===== src/rtl/can_flt_pkg.sv =====
package can_flt_pkg;

    localparam int ID_W     = 29;
    localparam int STD_W    = 11;
    localparam int STD_LSB  = ID_W - STD_W;
    localparam int WORD_W   = 32;
    localparam int BIT_HI   = WORD_W - 1;
    localparam int BIT_MID  = WORD_W - 2;
    localparam int BIT_LO   = WORD_W - 3;

    typedef enum logic {
        SEL_MASK = 1'b0,
        SEL_ARB  = 1'b1
    } reg_sel_e;

    typedef struct packed {
        logic            ide_en;
        logic            dir_en;
        logic [ID_W-1:0] bits;
    } flt_mask_t;

    typedef struct packed {
        logic            valid;
        logic            ext;
        logic            dir;
        logic [ID_W-1:0] id;
    } flt_arb_t;

    localparam flt_mask_t MASK_RST = '{ide_en: 1'b1, dir_en: 1'b1, bits: '1};
    localparam flt_arb_t  ARB_RST  = '{valid: 1'b0, ext: 1'b0, dir: 1'b0, id: '0};

    function automatic flt_mask_t word_to_mask(input logic [WORD_W-1:0] w);
        flt_mask_t m;
        m.ide_en = w[BIT_HI];
        m.dir_en = w[BIT_MID];
        m.bits   = w[ID_W-1:0];
        return m;
    endfunction

    function automatic logic [WORD_W-1:0] mask_to_word(input flt_mask_t m);
        return {m.ide_en, m.dir_en, 1'b1, m.bits};
    endfunction

    function automatic flt_arb_t word_to_arb(input logic [WORD_W-1:0] w);
        flt_arb_t a;
        a.valid = w[BIT_HI];
        a.ext   = w[BIT_MID];
        a.dir   = w[BIT_LO];
        a.id    = w[ID_W-1:0];
        return a;
    endfunction

    function automatic logic [WORD_W-1:0] arb_to_word(input flt_arb_t a);
        return {a.valid, a.ext, a.dir, a.id};
    endfunction

endpackage


===== src/rtl/can_flt_regs.sv =====
module can_flt_regs
    import can_flt_pkg::*;
(
    input  logic              clk,
    input  logic              rst_n,
    input  logic              sel,
    input  logic              wr,
    input  logic [WORD_W-1:0] wdata,
    input  logic              busy,
    output logic [WORD_W-1:0] rdata,
    output flt_mask_t         mask_o,
    output flt_arb_t          arb_o
);

    typedef struct packed {
        flt_mask_t mask;
        flt_arb_t  arb;
    } regs_t;

    regs_t regs_d, regs_q;
    logic  wr_ok;

    always_comb begin
        regs_d = regs_q;
        wr_ok  = wr && !busy;
        if (wr_ok) begin
            if (reg_sel_e'(sel) == SEL_MASK) begin
                regs_d.mask = word_to_mask(wdata);
            end else begin
                regs_d.arb  = word_to_arb(wdata);
            end
        end
    end

    always_ff @(posedge clk or negedge rst_n) begin
        if (!rst_n) begin
            regs_q <= '{mask: MASK_RST, arb: ARB_RST};
        end else begin
            regs_q <= regs_d;
        end
    end

    assign rdata  = (reg_sel_e'(sel) == SEL_MASK) ? mask_to_word(regs_q.mask)
                                                  : arb_to_word(regs_q.arb);
    assign mask_o = regs_q.mask;
    assign arb_o  = regs_q.arb;

    a_r3_busy_freezes: assert property (@(posedge clk) disable iff (!rst_n)
        busy |=> $stable(regs_q));

    a_r2_arb_write_lands: assert property (@(posedge clk) disable iff (!rst_n)
        (wr && !busy && sel) |=> (arb_to_word(arb_o) == $past(wdata)));

    a_r2_reserved_reads_one: assert property (@(posedge clk) disable iff (!rst_n)
        !sel |-> rdata[BIT_LO]);

endmodule


===== src/rtl/can_flt_match.sv =====
module can_flt_match
    import can_flt_pkg::*;
(
    input  logic            clk,
    input  logic            rst_n,
    input  flt_mask_t       mask,
    input  flt_arb_t        arb,
    input  logic [ID_W-1:0] frm_id,
    input  logic            frm_ide,
    input  logic            frm_dir,
    output logic            hit
);

    logic [ID_W-1:0] care;
    logic [ID_W-1:0] diff;
    logic            id_ok;
    logic            ide_ok;
    logic            dir_ok;

    for (genvar i = 0; i < ID_W; i++) begin : g_care
        if (i >= STD_LSB) begin : g_std
            assign care[i] = mask.bits[i];
        end else begin : g_ext
            assign care[i] = mask.bits[i] & arb.ext;
        end
    end

    always_comb begin
        diff   = (frm_id ^ arb.id) & care;
        id_ok  = (diff == '0);
        ide_ok = !mask.ide_en || (frm_ide == arb.ext);
        dir_ok = !mask.dir_en || (frm_dir == arb.dir);
        hit    = arb.valid && id_ok && ide_ok && dir_ok;
    end

    a_r5_invalid_never_hits: assert property (@(posedge clk) disable iff (!rst_n)
        !arb.valid |-> !hit);

    a_r8_ide_mismatch_misses: assert property (@(posedge clk) disable iff (!rst_n)
        (mask.ide_en && (frm_ide != arb.ext)) |-> !hit);

    a_r9_dir_mismatch_misses: assert property (@(posedge clk) disable iff (!rst_n)
        (mask.dir_en && (frm_dir != arb.dir)) |-> !hit);

    a_r7_std_low_bits_free: assert property (@(posedge clk) disable iff (!rst_n)
        (!arb.ext && arb.valid && !mask.ide_en && !mask.dir_en
         && (frm_id[ID_W-1:STD_LSB] == arb.id[ID_W-1:STD_LSB])) |-> hit);

endmodule


===== src/rtl/can_accept_filter.sv =====
module can_accept_filter
    import can_flt_pkg::*;
(
    input  logic              clk,
    input  logic              rst_n,
    input  logic              reg_sel,
    input  logic              reg_wr,
    input  logic [WORD_W-1:0] reg_wdata,
    output logic [WORD_W-1:0] reg_rdata,
    input  logic              busy,
    input  logic              frm_valid,
    input  logic [ID_W-1:0]   frm_id,
    input  logic              frm_ide,
    input  logic              frm_dir,
    output logic              acc,
    output logic              rej
);

    typedef struct packed {
        logic acc;
        logic rej;
    } res_t;

    flt_mask_t mask;
    flt_arb_t  arb;
    logic      hit;
    res_t      res_d, res_q;

    can_flt_regs u_regs (
        .clk    (clk),
        .rst_n  (rst_n),
        .sel    (reg_sel),
        .wr     (reg_wr),
        .wdata  (reg_wdata),
        .busy   (busy),
        .rdata  (reg_rdata),
        .mask_o (mask),
        .arb_o  (arb)
    );

    can_flt_match u_match (
        .clk     (clk),
        .rst_n   (rst_n),
        .mask    (mask),
        .arb     (arb),
        .frm_id  (frm_id),
        .frm_ide (frm_ide),
        .frm_dir (frm_dir),
        .hit     (hit)
    );

    always_comb begin
        res_d = '0;
        if (frm_valid) begin
            res_d.acc = hit;
            res_d.rej = !hit;
        end
    end

    always_ff @(posedge clk or negedge rst_n) begin
        if (!rst_n) begin
            res_q <= '0;
        end else begin
            res_q <= res_d;
        end
    end

    assign acc = res_q.acc;
    assign rej = res_q.rej;

    a_r4_strobe_gives_result: assert property (@(posedge clk) disable iff (!rst_n)
        frm_valid |=> (acc ^ rej));

    a_r4_no_strobe_no_result: assert property (@(posedge clk) disable iff (!rst_n)
        !frm_valid |=> !(acc || rej));

    a_r4_exclusive: assert property (@(posedge clk) disable iff (!rst_n)
        $onehot0({acc, rej}));

    a_r5_invalid_rejects: assert property (@(posedge clk) disable iff (!rst_n)
        (frm_valid && !arb.valid) |=> rej);

endmodule


===== config.mk =====
export PLATFORM = sky130hd
export DESIGN_NAME = can_accept_filter
export DESIGN_NICKNAME = d
export VERILOG_FILES = /design/src/rtl/can_flt_pkg.sv /design/src/rtl/can_flt_regs.sv /design/src/rtl/can_flt_match.sv /design/src/rtl/can_accept_filter.sv
export SDC_FILE = /design/constraint.sdc
export NUM_CORES = 1
export LEC_CHECK = 0
export BUFFER_PORTS_ARGS = -buffer_cell sky130_fd_sc_hd__buf_2
export CORE_UTILIZATION = 55
export CTS_BUF_LIST = sky130_fd_sc_hd__clkbuf_4 sky130_fd_sc_hd__clkbuf_8 sky130_fd_sc_hd__clkbuf_16
export CTS_CLUSTER_SIZE = 24
export DETAILED_ROUTE_END_ITERATION = 16
export GPL_TIMING_DRIVEN = 0
export PLACE_DENSITY_LB_ADDON = 0.12
export SLEW_MARGIN = 20
export SYNTH_ARGS = -nofsm -noshare
export SYNTH_HDL_FRONTEND = slang
export SYNTH_SLANG_ARGS = --single-unit

===== constraint.sdc =====
create_clock -name clk -period 2.3 [get_ports clk]
set_clock_uncertainty 0.05 [all_clocks]
set_input_delay 0.345 -clock clk [delete_from_list [all_inputs] [get_ports clk]]
set_output_delay 0.345 -clock clk [all_outputs]
set_load 0.03 [all_outputs]

==> report_table.html, run 1 <==
<table>
<tr><th>Metric</th><th>Value</th></tr>
<tr><th colspan="2">Flow run</th></tr>
<tr><td>Max-cap violation count</td><td>0</td></tr>
<tr><th colspan="2">STA</th></tr>
<tr><td>RSZ-0062 raised after global routing</td><td>no</td></tr>
<tr><td>Setup-failing EPs final</td><td>0</td></tr>
<tr><td>Minimum period implied by the final worst setup slack</td><td>1.71 ns</td></tr>
<tr><td>Setup tns final</td><td>0 ns</td></tr>
<tr><td>Final hold slack</td><td>0.186 ns</td></tr>
<tr><td>Highest attainable clock frequency</td><td>0.585 GHz</td></tr>
<tr><td>Final worst path period share</td><td>74.3%</td></tr>
<tr><td>Final hold violation count</td><td>0</td></tr>
<tr><td>Slew at the pin closest to its max-slew limit</td><td>0.424 ns</td></tr>
<tr><td>Count of pins over their slew limit</td><td>0</td></tr>
<tr><td>Normalized max-slew margin</td><td>71.7%</td></tr>
<tr><th colspan="2">Clocking</th></tr>
<tr><td>Insertion delay of the later-clocked pin in the worst-skew pair</td><td>0.34 ns</td></tr>
<tr><td>Buffer cell driving the clock tree root</td><td>sky130_fd_sc_hd__clkbuf_8</td></tr>
<tr><td>Clock Sink Count</td><td>65</td></tr>
<tr><td>Resized Gates After CTS</td><td>0</td></tr>
<tr><td>H-Tree Level Count</td><td>3</td></tr>
<tr><td>Clock tree from TritonCTS</td><td>built</td></tr>
<tr><td>Clock edge transition at the registers on the reported setup and hold paths</td><td>0.07 ns</td></tr>
<tr><td>Total CTS buffers</td><td>9</td></tr>
<tr><td>CTS max path bufs</td><td>2</td></tr>
<tr><th colspan="2">Placement</th></tr>
<tr><td>Placed inst area</td><td>3910 sq um</td></tr>
<tr><td>Cell total after placement</td><td>402</td></tr>
<tr><td>Half-perimeter wire length after placement</td><td>5050 um</td></tr>
<tr><td>Count of buffers from port buffering</td><td>101</td></tr>
<tr><td>Placer congestion estimate</td><td>0.763</td></tr>
<tr><th colspan="2">Global routing</th></tr>
<tr><td>Overflow after GRT</td><td>0</td></tr>
<tr><td>Number of antenna violations at the first check in global routing</td><td>0</td></tr>
<tr><td>Total global routing track utilization</td><td>23.9%</td></tr>
<tr><td>Via count of the first global-routing pass</td><td>2,321</td></tr>
<tr><td>Largest net degree at the start of global routing</td><td>35</td></tr>
<tr><td>Global-route wire length before repair</td><td>11,000 um</td></tr>
<tr><th colspan="2">Route</th></tr>
<tr><td>DRC marker count from the first detailed-route iteration</td><td>64</td></tr>
<tr><td>Antenna Violating Nets Remaining</td><td>0</td></tr>
<tr><td>Per-cell routed wire length</td><td>16.6 um</td></tr>
<tr><td>Via count</td><td>2,242</td></tr>
<tr><td>DRC violations left</td><td>0</td></tr>
<tr><td>Via density per instance</td><td>5.35</td></tr>
<tr><td>Pre-antenna DRT Iters</td><td>4</td></tr>
<tr><td>Post-Route WL</td><td>6940 um</td></tr>
<tr><th colspan="2">Worst setup path</th></tr>
<tr><td>Crit start category</td><td>input pin</td></tr>
<tr><td>Type of element capturing the critical path</td><td>output pin</td></tr>
<tr><td>Cell family with most CP delay</td><td>buffers and inverters</td></tr>
<tr><td>Standard cell with the maximum stage delay on the critical path</td><td>sky130_fd_sc_hd__mux2_2</td></tr>
<tr><td>Critical path data required time</td><td>1.90 ns</td></tr>
<tr><td>Worst path cell trace</td><td>buf_6, buf_2, mux2_2, buf_2</td></tr>
<tr><td>Data arrival time of the worst path</td><td>1.32 ns</td></tr>
<tr><td>Maximum fanout count along the critical path</td><td>10</td></tr>
<tr><td>Crit path buf inv count</td><td>3</td></tr>
<tr><td>Maximum single-stage delay on the critical path</td><td>0.37 ns</td></tr>
<tr><td>Critical path class</td><td>in -&gt; out</td></tr>
<tr><td>Critical path's most frequent cell</td><td>sky130_fd_sc_hd__buf_2</td></tr>
<tr><th colspan="2">Pwr</th></tr>
<tr><td>Areal power density over the cells</td><td>854 nW/um^2</td></tr>
<tr><td>Leakage power figure</td><td>1.88 nW</td></tr>
<tr><td>Worst-case vdd ir drop</td><td>0.000506 V</td></tr>
<tr><th colspan="2">Layout</th></tr>
<tr><td>Nets</td><td>411</td></tr>
<tr><td>Post-synthesis to final-layout area growth</td><td>24.3%</td></tr>
<tr><td>Number of diodes added for antenna fixing</td><td>0</td></tr>
<tr><td>Share of final-layout standard cells stronger than drive strength 1</td><td>72.3%</td></tr>
<tr><td>Post-layout instance area</td><td>4100 sq um</td></tr>
<tr><td>Layout filler cell count</td><td>412</td></tr>
<tr><td>Filler-free cell count of the finished design</td><td>419</td></tr>
<tr><th colspan="2">Yosys</th></tr>
<tr><td>Synthesized area divided by synthesized cell count</td><td>14.5 sq um</td></tr>
<tr><td>Sequential-to-total area share from yosys stat</td><td>50.5%</td></tr>
<tr><td>Unique masters post-synth</td><td>19</td></tr>
<tr><td>Post-synthesis register bit count</td><td>65</td></tr>
<tr><td>Post-Syn Instances</td><td>228</td></tr>
<tr><td>Synthesized net count</td><td>297</td></tr>
<tr><td>YS warnings</td><td>0</td></tr>
<tr><td>Total standard cell area after synthesis</td><td>3300 sq um</td></tr>
<tr><th colspan="2">Floorplan</th></tr>
<tr><td>Die width</td><td>79.4 um</td></tr>
<tr><td>Height of the die</td><td>79.4 um</td></tr>
<tr><td>Core box area</td><td>5640 sq um</td></tr>
<tr><td>Number of top-level pins</td><td>103</td></tr>
<tr><td>FP Rows</td><td>27</td></tr>
<tr><td>Die Area</td><td>6310 sq um</td></tr>
<tr><td>Starting density of the core</td><td>58.4%</td></tr>
<tr><th colspan="2">Min path</th></tr>
<tr><td>Worst min-delay path category</td><td>in -&gt; reg</td></tr>
<tr><th colspan="2">Run status</th></tr>
<tr><td>Outcome</td><td>complete, no violations</td></tr>
</table>
area by class of cell:
| cell class | instances | area [sq um] | area share, % |
|---|---|---|---|
| Timing Repair Buffer | 103 | 538 | 13.1 |
| Sequential cell | 65 | 1670 | 40.7 |
| Clock inverter | 4 | 20.0 | 0.489 |
| Tap cell | 72 | 90.1 | 2.20 |
| Buffer | 10 | 93.8 | 2.29 |
| Multi-Input combinational cell | 153 | 1540 | 37.5 |
| Clock buffer | 12 | 153 | 3.73 |
stage by stage:
stage / power (mW) / setup slack, ns / utilization [%]
final: 3.50 / 0.590 / 72.6
after global routing: 3.70 / 0.556 / 72.6
after CTS: 3.53 / 0.582 / 72.6
after detailed placement: 2.67 / 0.586 / 69.4
after global placement: 2.63 / 0.581 / 69.0
after floorplan: 2.34 / 0.819 / -
cells by family (layout without fill, tap and decap cells):
family / count (synthesis) / in the layout / synth area share [%]
flip-flops: 65 / 65 / 50.5
AO/OA/AOI/OAI: 17 / 17 / 3.87
AND/OR/NAND/NOR: 11 / 11 / 2.39
buffers and inverters: 10 / 129 / 2.85
multiplexers: 94 / 94 / 32.1
XOR/XNOR: 31 / 31 / 8.24
cells in the final DEF (no fill, tap or decap), types with 4 or more instances in the layout:
| cell type | Yosys | layout |
|---|---|---|
| sky130_fd_sc_hd__a22oi_1 | 13 | 13 |
| sky130_fd_sc_hd__buf_6 | 7 | 7 |
| sky130_fd_sc_hd__xor2_1 | 31 | 31 |
| sky130_fd_sc_hd__dfstp_2 | 31 | 31 |
| sky130_fd_sc_hd__mux2_1 | 4 | 4 |
| sky130_fd_sc_hd__buf_2 | 3 | 103 |
| sky130_fd_sc_hd__mux2_2 | 90 | 90 |
| sky130_fd_sc_hd__clkinv_2 | 0 | 4 |
| sky130_fd_sc_hd__dfrtp_1 | 34 | 34 |
| sky130_fd_sc_hd__clkbuf_8 | 0 | 10 |
per-layer routing:
layer / vias to the layer above / GRT usage (%) / routed length (um)
met5: - / 0 / 0
met4: 0 / 11.1 / 142
met3: 12 / 6.51 / 457
met2: 69 / 39.1 / 3390
met1: 1100 / 29.3 / 2950
li1: 1061 / - / -
synthesized netlist by cell type:
cell type	count	area, sq um
sky130_fd_sc_hd__buf_2	3	15.0
sky130_fd_sc_hd__nand3b_2	1	11.3
sky130_fd_sc_hd__mux2_2	90	1010
sky130_fd_sc_hd__o21ai_0	1	5.00
sky130_fd_sc_hd__nor3_1	1	5.00
sky130_fd_sc_hd__dfstp_2	31	815
sky130_fd_sc_hd__nand3_1	1	5.00
sky130_fd_sc_hd__xor2_1	31	272
sky130_fd_sc_hd__nand2b_1	1	6.26
sky130_fd_sc_hd__nand4_1	3	18.8
sky130_fd_sc_hd__a32oi_1	2	17.5
sky130_fd_sc_hd__mux2_1	4	45.0
sky130_fd_sc_hd__nor3b_4	1	18.8
sky130_fd_sc_hd__a22oi_1	13	97.6
sky130_fd_sc_hd__nand2_1	2	7.51
sky130_fd_sc_hd__dfrtp_1	34	851
sky130_fd_sc_hd__a21boi_0	1	7.51
sky130_fd_sc_hd__buf_6	7	78.8
sky130_fd_sc_hd__and3_1	1	6.26
state kept, by name, indices dropped and copies added (netlist names):
| register | flops |
|---|---|
| acc | 1 |
| u_regs.arb_o | 32 |
| u_regs.mask_o | 31 |
| rej | 1 |
path summary, 6_finish.rpt:
path / from / to / slack (ns) / cells after the start
worst max-delay path: reg_sel / reg_rdata[0] / 0.59 / 4
min in group asynchronous: rst_n / u_regs.arb_o[3] / 0.44 / 2
worst max register to register: u_regs.arb_o[11] / rej / 0.82 / 5
max in group asynchronous: rst_n / u_regs.mask_o[24] / 1.16 / 3
worst min-delay path: reg_wdata[29] / u_regs.arb_o[29] / 0.19 / 2
worst min register to register: u_regs.arb_o[31] / u_regs.arb_o[31] / 0.48 / 1
what timing repair did:
action,4_1_cts,5_1_grt
endpoints found under the hold margin,15,0
buffers inserted,0,0
hold buffers,1,0
power by group:
| group | total (mW) | switching [mW] | internal (mW) |
|---|---|---|---|
| Combinational | 1.04 | 0.549 | 0.494 |
| Clock | 0.851 | 0.413 | 0.437 |
| Sequential | 1.61 | 0.172 | 1.43 |
Power figures use the tool's default switching activity.
==> inputs of run 2 (changes only) <==
--- a/config.mk
+++ b/config.mk
@@ -6,7 +6,7 @@
 export NUM_CORES = 1
 export LEC_CHECK = 0
 export BUFFER_PORTS_ARGS = -buffer_cell sky130_fd_sc_hd__buf_2
-export CORE_UTILIZATION = 55
+export CORE_UTILIZATION = 51
 export CTS_BUF_LIST = sky130_fd_sc_hd__clkbuf_4 sky130_fd_sc_hd__clkbuf_8 sky130_fd_sc_hd__clkbuf_16
 export CTS_CLUSTER_SIZE = 24
 export DETAILED_ROUTE_END_ITERATION = 16
==> constraint.sdc (replaced) <==
create_clock -name clk -period 1.6 [get_ports clk]
set_clock_uncertainty 0.05 [all_clocks]
set_input_delay 0.24 -clock clk [delete_from_list [all_inputs] [get_ports clk]]
set_output_delay 0.24 -clock clk [all_outputs]
set_load 0.03 [all_outputs]
==> report_table.html, run 2 (synthesized netlist as in run 1, its figures left out) <==
<table>
<tr><th>Metric</th><th>Value</th></tr>
<tr><th colspan="2">Clocking</th></tr>
<tr><td>H-Tree Level Count</td><td>3 (unchanged)</td></tr>
<tr><td>Buffer cell driving the clock tree root</td><td>sky130_fd_sc_hd__clkbuf_8</td></tr>
<tr><td>Total setup buffers inserted after CTS</td><td>0 (unchanged)</td></tr>
<tr><td>CTS max path bufs</td><td>2 (unchanged)</td></tr>
<tr><td>Insertion delay of the later-clocked pin in the worst-skew pair</td><td>0.33 ns (about the same)</td></tr>
<tr><td>Clock tree from TritonCTS</td><td>built</td></tr>
<tr><td>Total CTS buffers</td><td>9 (unchanged)</td></tr>
<tr><td>Clock edge transition at the registers on the reported setup and hold paths</td><td>0.06 ns (about the same)</td></tr>
<tr><td>Clock Sink Count</td><td>65 (unchanged)</td></tr>
<tr><th colspan="2">Worst setup path</th></tr>
<tr><td>Worst R2R Setup Slack</td><td>0.06 ns (-0.76 ns)</td></tr>
<tr><td>Critical path class</td><td>reg -&gt; out</td></tr>
<tr><td>Data arrival time of the worst path</td><td>1.26 ns (-0.06 ns)</td></tr>
<tr><td>Crit start category</td><td>register</td></tr>
<tr><td>Critical path data required time</td><td>1.31 ns (-0.59 ns)</td></tr>
<tr><td>Startpoint of the worst register-to-register path</td><td>u_regs.arb_o[23]</td></tr>
<tr><td>Type of element capturing the critical path</td><td>output pin</td></tr>
<tr><td>Worst r2r path cells</td><td>5 (unchanged)</td></tr>
<tr><td>Worst reg2reg path endpoint</td><td>rej</td></tr>
<tr><td>Launching element of the worst setup path</td><td>u_regs.arb_o[30]</td></tr>
<tr><td>Maximum fanout count along the critical path</td><td>6 (-4)</td></tr>
<tr><td>Last element of the critical path</td><td>reg_rdata[30]</td></tr>
<tr><th colspan="2">Pwr</th></tr>
<tr><td>Areal power density over the cells</td><td>1240 nW/um^2 (+45%)</td></tr>
<tr><td>Worst-case vdd ir drop</td><td>0.000783 V (+55%)</td></tr>
<tr><td>Leakage power figure</td><td>1.89 nW (about the same)</td></tr>
<tr><th colspan="2">STA</th></tr>
<tr><td>Setup tns final</td><td>0 ns (unchanged)</td></tr>
<tr><td>Normalized max-slew margin</td><td>71.9% (+0.19 points)</td></tr>
<tr><td>Setup-failing EPs final</td><td>0 (unchanged)</td></tr>
<tr><td>Highest attainable clock frequency</td><td>0.644 GHz</td></tr>
<tr><td>Slew at the pin closest to its max-slew limit</td><td>0.422 ns (-0.00286 ns)</td></tr>
<tr><td>Final hold violation count</td><td>0 (unchanged)</td></tr>
<tr><td>RSZ-0062 raised after global routing</td><td>no</td></tr>
<tr><td>Count of pins over their slew limit</td><td>0 (unchanged)</td></tr>
<tr><td>Final worst path period share</td><td>97.0%</td></tr>
<tr><td>Minimum period implied by the final worst setup slack</td><td>1.55 ns</td></tr>
<tr><td>Final hold slack</td><td>0.0895 ns (-0.0967 ns)</td></tr>
<tr><th colspan="2">Layout</th></tr>
<tr><td>Post-layout instance area</td><td>4110 sq um (+0.43%)</td></tr>
<tr><td>Share of final-layout standard cells stronger than drive strength 1</td><td>72.5% (+0.21 points)</td></tr>
<tr><td>Number of diodes added for antenna fixing</td><td>0 (unchanged)</td></tr>
<tr><td>Utilization after layout</td><td>67.9% (-4.7 points)</td></tr>
<tr><td>Filler-free cell count of the finished design</td><td>421 (+0.48%)</td></tr>
<tr><td>Nets</td><td>411 (unchanged)</td></tr>
<tr><td>Commonest cells after routing, fill and taps aside</td><td>103 x sky130_fd_sc_hd__buf_2, 90 x sky130_fd_sc_hd__mux2_2, 34 x sky130_fd_sc_hd__dfrtp_1</td></tr>
<tr><td>Commonest non-fill, non-tap cell in the layout</td><td>sky130_fd_sc_hd__buf_2</td></tr>
<tr><td>Max FFs per register</td><td>32 (unchanged)</td></tr>
<tr><td>Area taken by flip-flops and latches</td><td>1670 sq um (unchanged)</td></tr>
<tr><td>Layout filler cell count</td><td>491 (+19%)</td></tr>
<tr><td>Area taken by multi-input logic gates</td><td>1540 sq um (+0.33%)</td></tr>
<tr><td>Post-synthesis to final-layout area growth</td><td>24.8%</td></tr>
<tr><th colspan="2">Global routing</th></tr>
<tr><td>Largest net degree at the start of global routing</td><td>35 (unchanged)</td></tr>
<tr><td>Via count of the first global-routing pass</td><td>2,231 (-3.9%)</td></tr>
<tr><td>Global-route wire length before repair</td><td>10,900 um (-1.4%)</td></tr>
<tr><td>Number of antenna violations at the first check in global routing</td><td>0 (unchanged)</td></tr>
<tr><td>Total global routing track utilization</td><td>22.4% (-1.4 points)</td></tr>
<tr><td>Overflow after GRT</td><td>0 (unchanged)</td></tr>
<tr><th colspan="2">Floorplan</th></tr>
<tr><td>Height of the die</td><td>82.4 um (+3.7%)</td></tr>
<tr><td>Die Area</td><td>6790 sq um (+7.6%)</td></tr>
<tr><td>Starting density of the core</td><td>54.4% (-4.0 points)</td></tr>
<tr><td>Number of top-level pins</td><td>103 (unchanged)</td></tr>
<tr><td>FP Rows</td><td>28 (+3.7%)</td></tr>
<tr><td>Core box area</td><td>6060 sq um (+7.4%)</td></tr>
<tr><td>Die width</td><td>82.4 um (+3.7%)</td></tr>
<tr><th colspan="2">Route</th></tr>
<tr><td>DRC marker count from the first detailed-route iteration</td><td>33 (-48%)</td></tr>
<tr><td>Per-cell routed wire length</td><td>16.6 um (+0.13%)</td></tr>
<tr><td>Post-Route WL</td><td>6980 um (+0.61%)</td></tr>
<tr><td>Via count</td><td>2,213 (-1.3%)</td></tr>
<tr><td>DRC violations left</td><td>0 (unchanged)</td></tr>
<tr><td>Antenna Violating Nets Remaining</td><td>0 (unchanged)</td></tr>
<tr><td>Via density per instance</td><td>5.26 (-1.8%)</td></tr>
<tr><td>Pre-antenna DRT Iters</td><td>6 (+2)</td></tr>
<tr><th colspan="2">Flow run</th></tr>
<tr><td>Max-cap violation count</td><td>0 (unchanged)</td></tr>
<tr><th colspan="2">Min path</th></tr>
<tr><td>Worst Hold Path Cells</td><td>2 (unchanged)</td></tr>
<tr><td>Worst min-delay path category</td><td>in -&gt; reg</td></tr>
<tr><th colspan="2">Placement</th></tr>
<tr><td>Placer congestion estimate</td><td>0.727 (-4.8%)</td></tr>
<tr><td>Half-perimeter wire length after placement</td><td>5120 um (+1.3%)</td></tr>
<tr><td>Placed inst area</td><td>3920 sq um (about the same)</td></tr>
<tr><td>Count of buffers from port buffering</td><td>101 (unchanged)</td></tr>
<tr><td>Cell total after placement</td><td>405 (+0.75%)</td></tr>
<tr><th colspan="2">Run status</th></tr>
<tr><td>Outcome</td><td>complete, no violations</td></tr>
</table>
[run 2: cell types whose count changed in the layout (fill, tap and decap cells not counted), sizes merged]
cell | previous run | this run
clkinv | 4 | 0
clkbuf | 12 | 15
[run 2: worst max-delay path: stages, from the launching register on]
cell	delay, ns
sky130_fd_sc_hd__dfrtp_1	0.46
sky130_fd_sc_hd__mux2_2	0.30
sky130_fd_sc_hd__buf_2	0.18
[run 2: worst min-delay path by stage]
stage	startpoint	end	slack [ns]
2_1_floorplan	rst_n	acc	-0.11
3_3_place_gp	reg_wdata[29]	u_regs.arb_o[29]	0.43
3_5_place_dp	rst_n	u_regs.arb_o[11]	0.16
4_1_cts	reg_wdata[29]	u_regs.arb_o[29]	0.08
5_1_grt	reg_wdata[17]	u_regs.mask_o[17]	0.09
6_report	reg_wdata[29]	u_regs.arb_o[29]	0.09
[run 2: report_power, final]
part	switching, mW	internal, mW
clock network	0.565	0.710
logic	0.788	0.713
registers	0.249	2.06
[run 2: area by class of cell]
cell class	count	share of cell area, %
buffer	10	2.28
multi-input combinational	153	37.5
clock buffer	15	4.41
sequential	65	40.5
timing repair buffer	103	13.1
tap	75	2.28
[run 2: through the flow]
stage / setup slack [ns] / power [mW]
floorplan: 0.329 / 3.37
global placement: -0.0113 / 3.79
detailed placement: 0.0636 / 3.84
CTS: 0.0335 / 5.13
global route: 0.00156 / 5.37
finish: 0.0473 / 5.09
[run 2: timing repair]
| item | in CTS | in global routing |
|---|---|---|
| hold buffers | 1 | 0 |
| hold endpoints to repair | 16 | 0 |
| setup endpoints to repair | 0 | 2 |
| gates resized for setup | 0 | 1 |
[run 2: per-layer routing]
| metal | global-route usage, % | vias to the layer above | part of all wire [%] |
|---|---|---|---|
| met5 | 0 | - | 0 |
| met4 | 6.84 | 0 | 1.2 |
| met3 | 6.81 | 9 | 6.7 |
| met2 | 36.0 | 64 | 47 |
| met1 | 29.1 | 1079 | 45 |
| li1 | - | 1061 | - |
==> inputs of run 3 (changes only) <==
--- a/config.mk
+++ b/config.mk
@@ -6,11 +6,13 @@
 export NUM_CORES = 1
 export LEC_CHECK = 0
 export BUFFER_PORTS_ARGS = -buffer_cell sky130_fd_sc_hd__buf_2
+export CORE_MARGIN = 2
 export CORE_UTILIZATION = 51
 export CTS_BUF_LIST = sky130_fd_sc_hd__clkbuf_4 sky130_fd_sc_hd__clkbuf_8 sky130_fd_sc_hd__clkbuf_16
 export CTS_CLUSTER_SIZE = 24
 export DETAILED_ROUTE_END_ITERATION = 16
 export GPL_TIMING_DRIVEN = 0
+export MAX_ROUTING_LAYER = met4
 export PLACE_DENSITY_LB_ADDON = 0.12
 export SLEW_MARGIN = 20
 export SYNTH_ARGS = -nofsm -noshare
==> report_table.html, run 3 (synthesized netlist as in run 1, its figures left out) <==
<table>
<tr><th>Metric</th><th>Value</th></tr>
<tr><th colspan="2">Clocking</th></tr>
<tr><td>Total setup buffers inserted after CTS</td><td>0 (unchanged)</td></tr>
<tr><td>Clock tree from TritonCTS</td><td>built</td></tr>
<tr><td>H-Tree Level Count</td><td>3 (unchanged)</td></tr>
<tr><td>Clock Sink Count</td><td>65 (unchanged)</td></tr>
<tr><td>Total CTS buffers</td><td>9 (unchanged)</td></tr>
<tr><td>Buffer cell driving the clock tree root</td><td>sky130_fd_sc_hd__clkbuf_8</td></tr>
<tr><td>Clock edge transition at the registers on the reported setup and hold paths</td><td>0.07 ns (about the same)</td></tr>
<tr><td>CTS max path bufs</td><td>2 (unchanged)</td></tr>
<tr><td>Insertion delay of the later-clocked pin in the worst-skew pair</td><td>0.33 ns (about the same)</td></tr>
<tr><th colspan="2">Route</th></tr>
<tr><td>Per-cell routed wire length</td><td>16.4 um (-1.1%)</td></tr>
<tr><td>Via density per instance</td><td>5.22 (-0.74%)</td></tr>
<tr><td>Pre-antenna DRT Iters</td><td>4 (-2)</td></tr>
<tr><td>DRC marker count from the first detailed-route iteration</td><td>74 (+120%)</td></tr>
<tr><td>DRC violations left</td><td>0 (unchanged)</td></tr>
<tr><td>Antenna Violating Nets Remaining</td><td>0 (unchanged)</td></tr>
<tr><td>Post-Route WL</td><td>6940 um (-0.60%)</td></tr>
<tr><td>Via count</td><td>2,207 (-0.27%)</td></tr>
<tr><th colspan="2">Floorplan</th></tr>
<tr><td>Die width</td><td>84.4 um (+2.4%)</td></tr>
<tr><td>FP Rows</td><td>29 (+3.6%)</td></tr>
<tr><td>Number of top-level pins</td><td>103 (unchanged)</td></tr>
<tr><td>Starting density of the core</td><td>52.2% (-2.2 points)</td></tr>
<tr><td>Height of the die</td><td>84.4 um (+2.4%)</td></tr>
<tr><td>Die Area</td><td>7120 sq um (+4.9%)</td></tr>
<tr><td>Core box area</td><td>6310 sq um (+4.2%)</td></tr>
<tr><th colspan="2">STA</th></tr>
<tr><td>Highest attainable clock frequency</td><td>0.657 GHz (+2.0%)</td></tr>
<tr><td>Crit path setup slack, layout</td><td>0.0781 ns (+0.0308 ns)</td></tr>
<tr><td>Minimum period implied by the final worst setup slack</td><td>1.52 ns (-0.0308 ns)</td></tr>
<tr><td>Slew at the pin closest to its max-slew limit</td><td>0.290 ns (-0.132 ns)</td></tr>
<tr><td>Setup-failing EPs final</td><td>0 (unchanged)</td></tr>
<tr><td>Normalized max-slew margin</td><td>80.7% (+8.8 points)</td></tr>
<tr><td>Final hold violation count</td><td>0 (unchanged)</td></tr>
<tr><td>Count of pins over their slew limit</td><td>0 (unchanged)</td></tr>
<tr><td>Final worst path period share</td><td>95.1% (-1.9 points)</td></tr>
<tr><th colspan="2">Layout</th></tr>
<tr><td>Post-layout instance area</td><td>4140 sq um (+0.70%)</td></tr>
<tr><td>Post-synthesis to final-layout area growth</td><td>25.7%</td></tr>
<tr><td>Share of final-layout standard cells stronger than drive strength 1</td><td>72.8% (+0.29 points)</td></tr>
<tr><td>Layout filler cell count</td><td>515 (+4.9%)</td></tr>
<tr><td>Commonest cells after routing, fill and taps aside</td><td>103 x sky130_fd_sc_hd__buf_2, 90 x sky130_fd_sc_hd__mux2_2, 33 x sky130_fd_sc_hd__dfrtp_1</td></tr>
<tr><td>Commonest non-fill, non-tap cell in the layout</td><td>sky130_fd_sc_hd__buf_2</td></tr>
<tr><td>Nets</td><td>411 (unchanged)</td></tr>
<tr><td>Number of diodes added for antenna fixing</td><td>0 (unchanged)</td></tr>
<tr><td>Area taken by flip-flops and latches</td><td>1670 sq um (about the same)</td></tr>
<tr><td>Area taken by multi-input logic gates</td><td>1540 sq um (unchanged)</td></tr>
<tr><td>Max FFs per register</td><td>32 (unchanged)</td></tr>
<tr><th colspan="2">Worst setup path</th></tr>
<tr><td>Data arrival time of the worst path</td><td>1.23 ns (-0.03 ns)</td></tr>
<tr><td>Crit start category</td><td>register</td></tr>
<tr><td>Critical path class</td><td>reg -&gt; out</td></tr>
<tr><td>Critical path data required time</td><td>1.31 ns (about the same)</td></tr>
<tr><td>Maximum fanout count along the critical path</td><td>6 (unchanged)</td></tr>
<tr><td>Type of element capturing the critical path</td><td>output pin</td></tr>
<tr><th colspan="2">Placement</th></tr>
<tr><td>Placer congestion estimate</td><td>0.733 (+0.92%)</td></tr>
<tr><td>Dpl ws</td><td>0.0850 ns (+0.0214 ns)</td></tr>
<tr><td>Placed inst area</td><td>3930 sq um (+0.26%)</td></tr>
<tr><td>Count of buffers from port buffering</td><td>101 (unchanged)</td></tr>
<tr><td>Half-perimeter wire length after placement</td><td>5090 um (-0.46%)</td></tr>
<tr><th colspan="2">Run status</th></tr>
<tr><td>Outcome</td><td>complete, no violations</td></tr>
<tr><th colspan="2">Min path</th></tr>
<tr><td>Worst min-delay path category</td><td>in -&gt; reg</td></tr>
<tr><th colspan="2">Pwr</th></tr>
<tr><td>Combinational fraction of design power</td><td>28.8% (-0.7 points)</td></tr>
<tr><td>Internal Dissipation</td><td>3.58 mW (+2.8%)</td></tr>
<tr><td>Power share of the clock group</td><td>26.8% (+1.7 points)</td></tr>
<tr><td>Worst-case vdd ir drop</td><td>0.000651 V (-17%)</td></tr>
<tr><td>Net switching share of the total power</td><td>31.2% (-0.32 points)</td></tr>
<tr><td>Areal power density over the cells</td><td>1260 nW/um^2 (+1.6%)</td></tr>
<tr><td>Switching Power</td><td>1.62 mW (+1.3%)</td></tr>
<tr><td>Leakage power figure</td><td>1.90 nW (+0.56%)</td></tr>
<tr><td>Sequential share of power</td><td>44.4% (-1.0 points)</td></tr>
<tr><th colspan="2">Flow run</th></tr>
<tr><td>Max-cap violation count</td><td>0 (unchanged)</td></tr>
<tr><th colspan="2">Global routing</th></tr>
<tr><td>Global-route wire length before repair</td><td>11,600 um (+6.6%)</td></tr>
<tr><td>Number of antenna violations at the first check in global routing</td><td>0 (unchanged)</td></tr>
<tr><td>Via count of the first global-routing pass</td><td>2,379 (+6.6%)</td></tr>
<tr><td>Overflow after GRT</td><td>0 (unchanged)</td></tr>
<tr><td>Total global routing track utilization</td><td>21.6% (-0.78 points)</td></tr>
<tr><td>Largest net degree at the start of global routing</td><td>49 (+40%)</td></tr>
</table>
run 3: power groups by stage:
stage / sequential (mW) / combinational, mW / clock (mW)
finish: 2.31 / 1.50 / 1.40
global route: 2.36 / 1.63 / 1.51
CTS: 2.31 / 1.51 / 1.43
detailed placement: 2.34 / 1.50 / 0
global placement: 2.32 / 1.47 / 0
floorplan: 2.27 / 1.10 / 0
run 3: area by class of cell:
cell class / instances / share of cell area (%)
clock inverters: 3 / 0.966
flip-flops and latches: 65 / 40.2
well taps: 77 / 2.33
plain buffers: 10 / 2.27
repair buffers: 103 / 13.2
clock buffers: 12 / 3.84
multi-input cells: 153 / 37.2
run 3: path summary, 6_finish.rpt:
path	depth (start not counted)	start	slack, ns	endpoint
worst max-delay path	2	u_regs.arb_o[30]	0.08	reg_rdata[30]
worst min-delay path	2	reg_wdata[29]	0.09	u_regs.arb_o[29]
worst max register to register	5	u_regs.arb_o[20]	0.14	acc
worst min register to register	1	u_regs.arb_o[31]	0.49	u_regs.arb_o[31]
max in group asynchronous	3	rst_n	0.66	u_regs.mask_o[23]
min in group asynchronous	2	rst_n	0.27	u_regs.arb_o[4]
run 3: metrics by stage:
step                      util [%]  instances  hold WS, ns  setup TNS (ns)  total power, mW
after floorplan                  -        228       -0.106               0             3.37
after global placement        61.7        406        0.425          -0.616             3.79
after CTS                     65.5        423       0.0783               0             5.25
after detailed placement      62.2        407       0.0819               0             3.84
after global routing          65.6        423       0.0839        -0.00193             5.50
final                         65.6        423       0.0879               0             5.21
run 3: worst max-delay path, stage by stage, from the launching register on:
cell	delay, ns
sky130_fd_sc_hd__dfrtp_2	0.45
sky130_fd_sc_hd__mux2_2	0.28
sky130_fd_sc_hd__buf_2	0.18
run 3: what timing repair did:
action,4_1_cts,5_1_grt
setup endpoints to repair,0,3
gates resized for setup,0,2
hold buffers,1,0
endpoints found under the hold margin,17,0
run 3: routing by layer:
metal	wire [um]	vias to the layer above	GRT usage, %
met2	3300	67	34.1
met1	3140	1069	27.7
met5	0	-	-
li1	-	1062	-
met3	413	9	4.72
met4	89	0	7.94
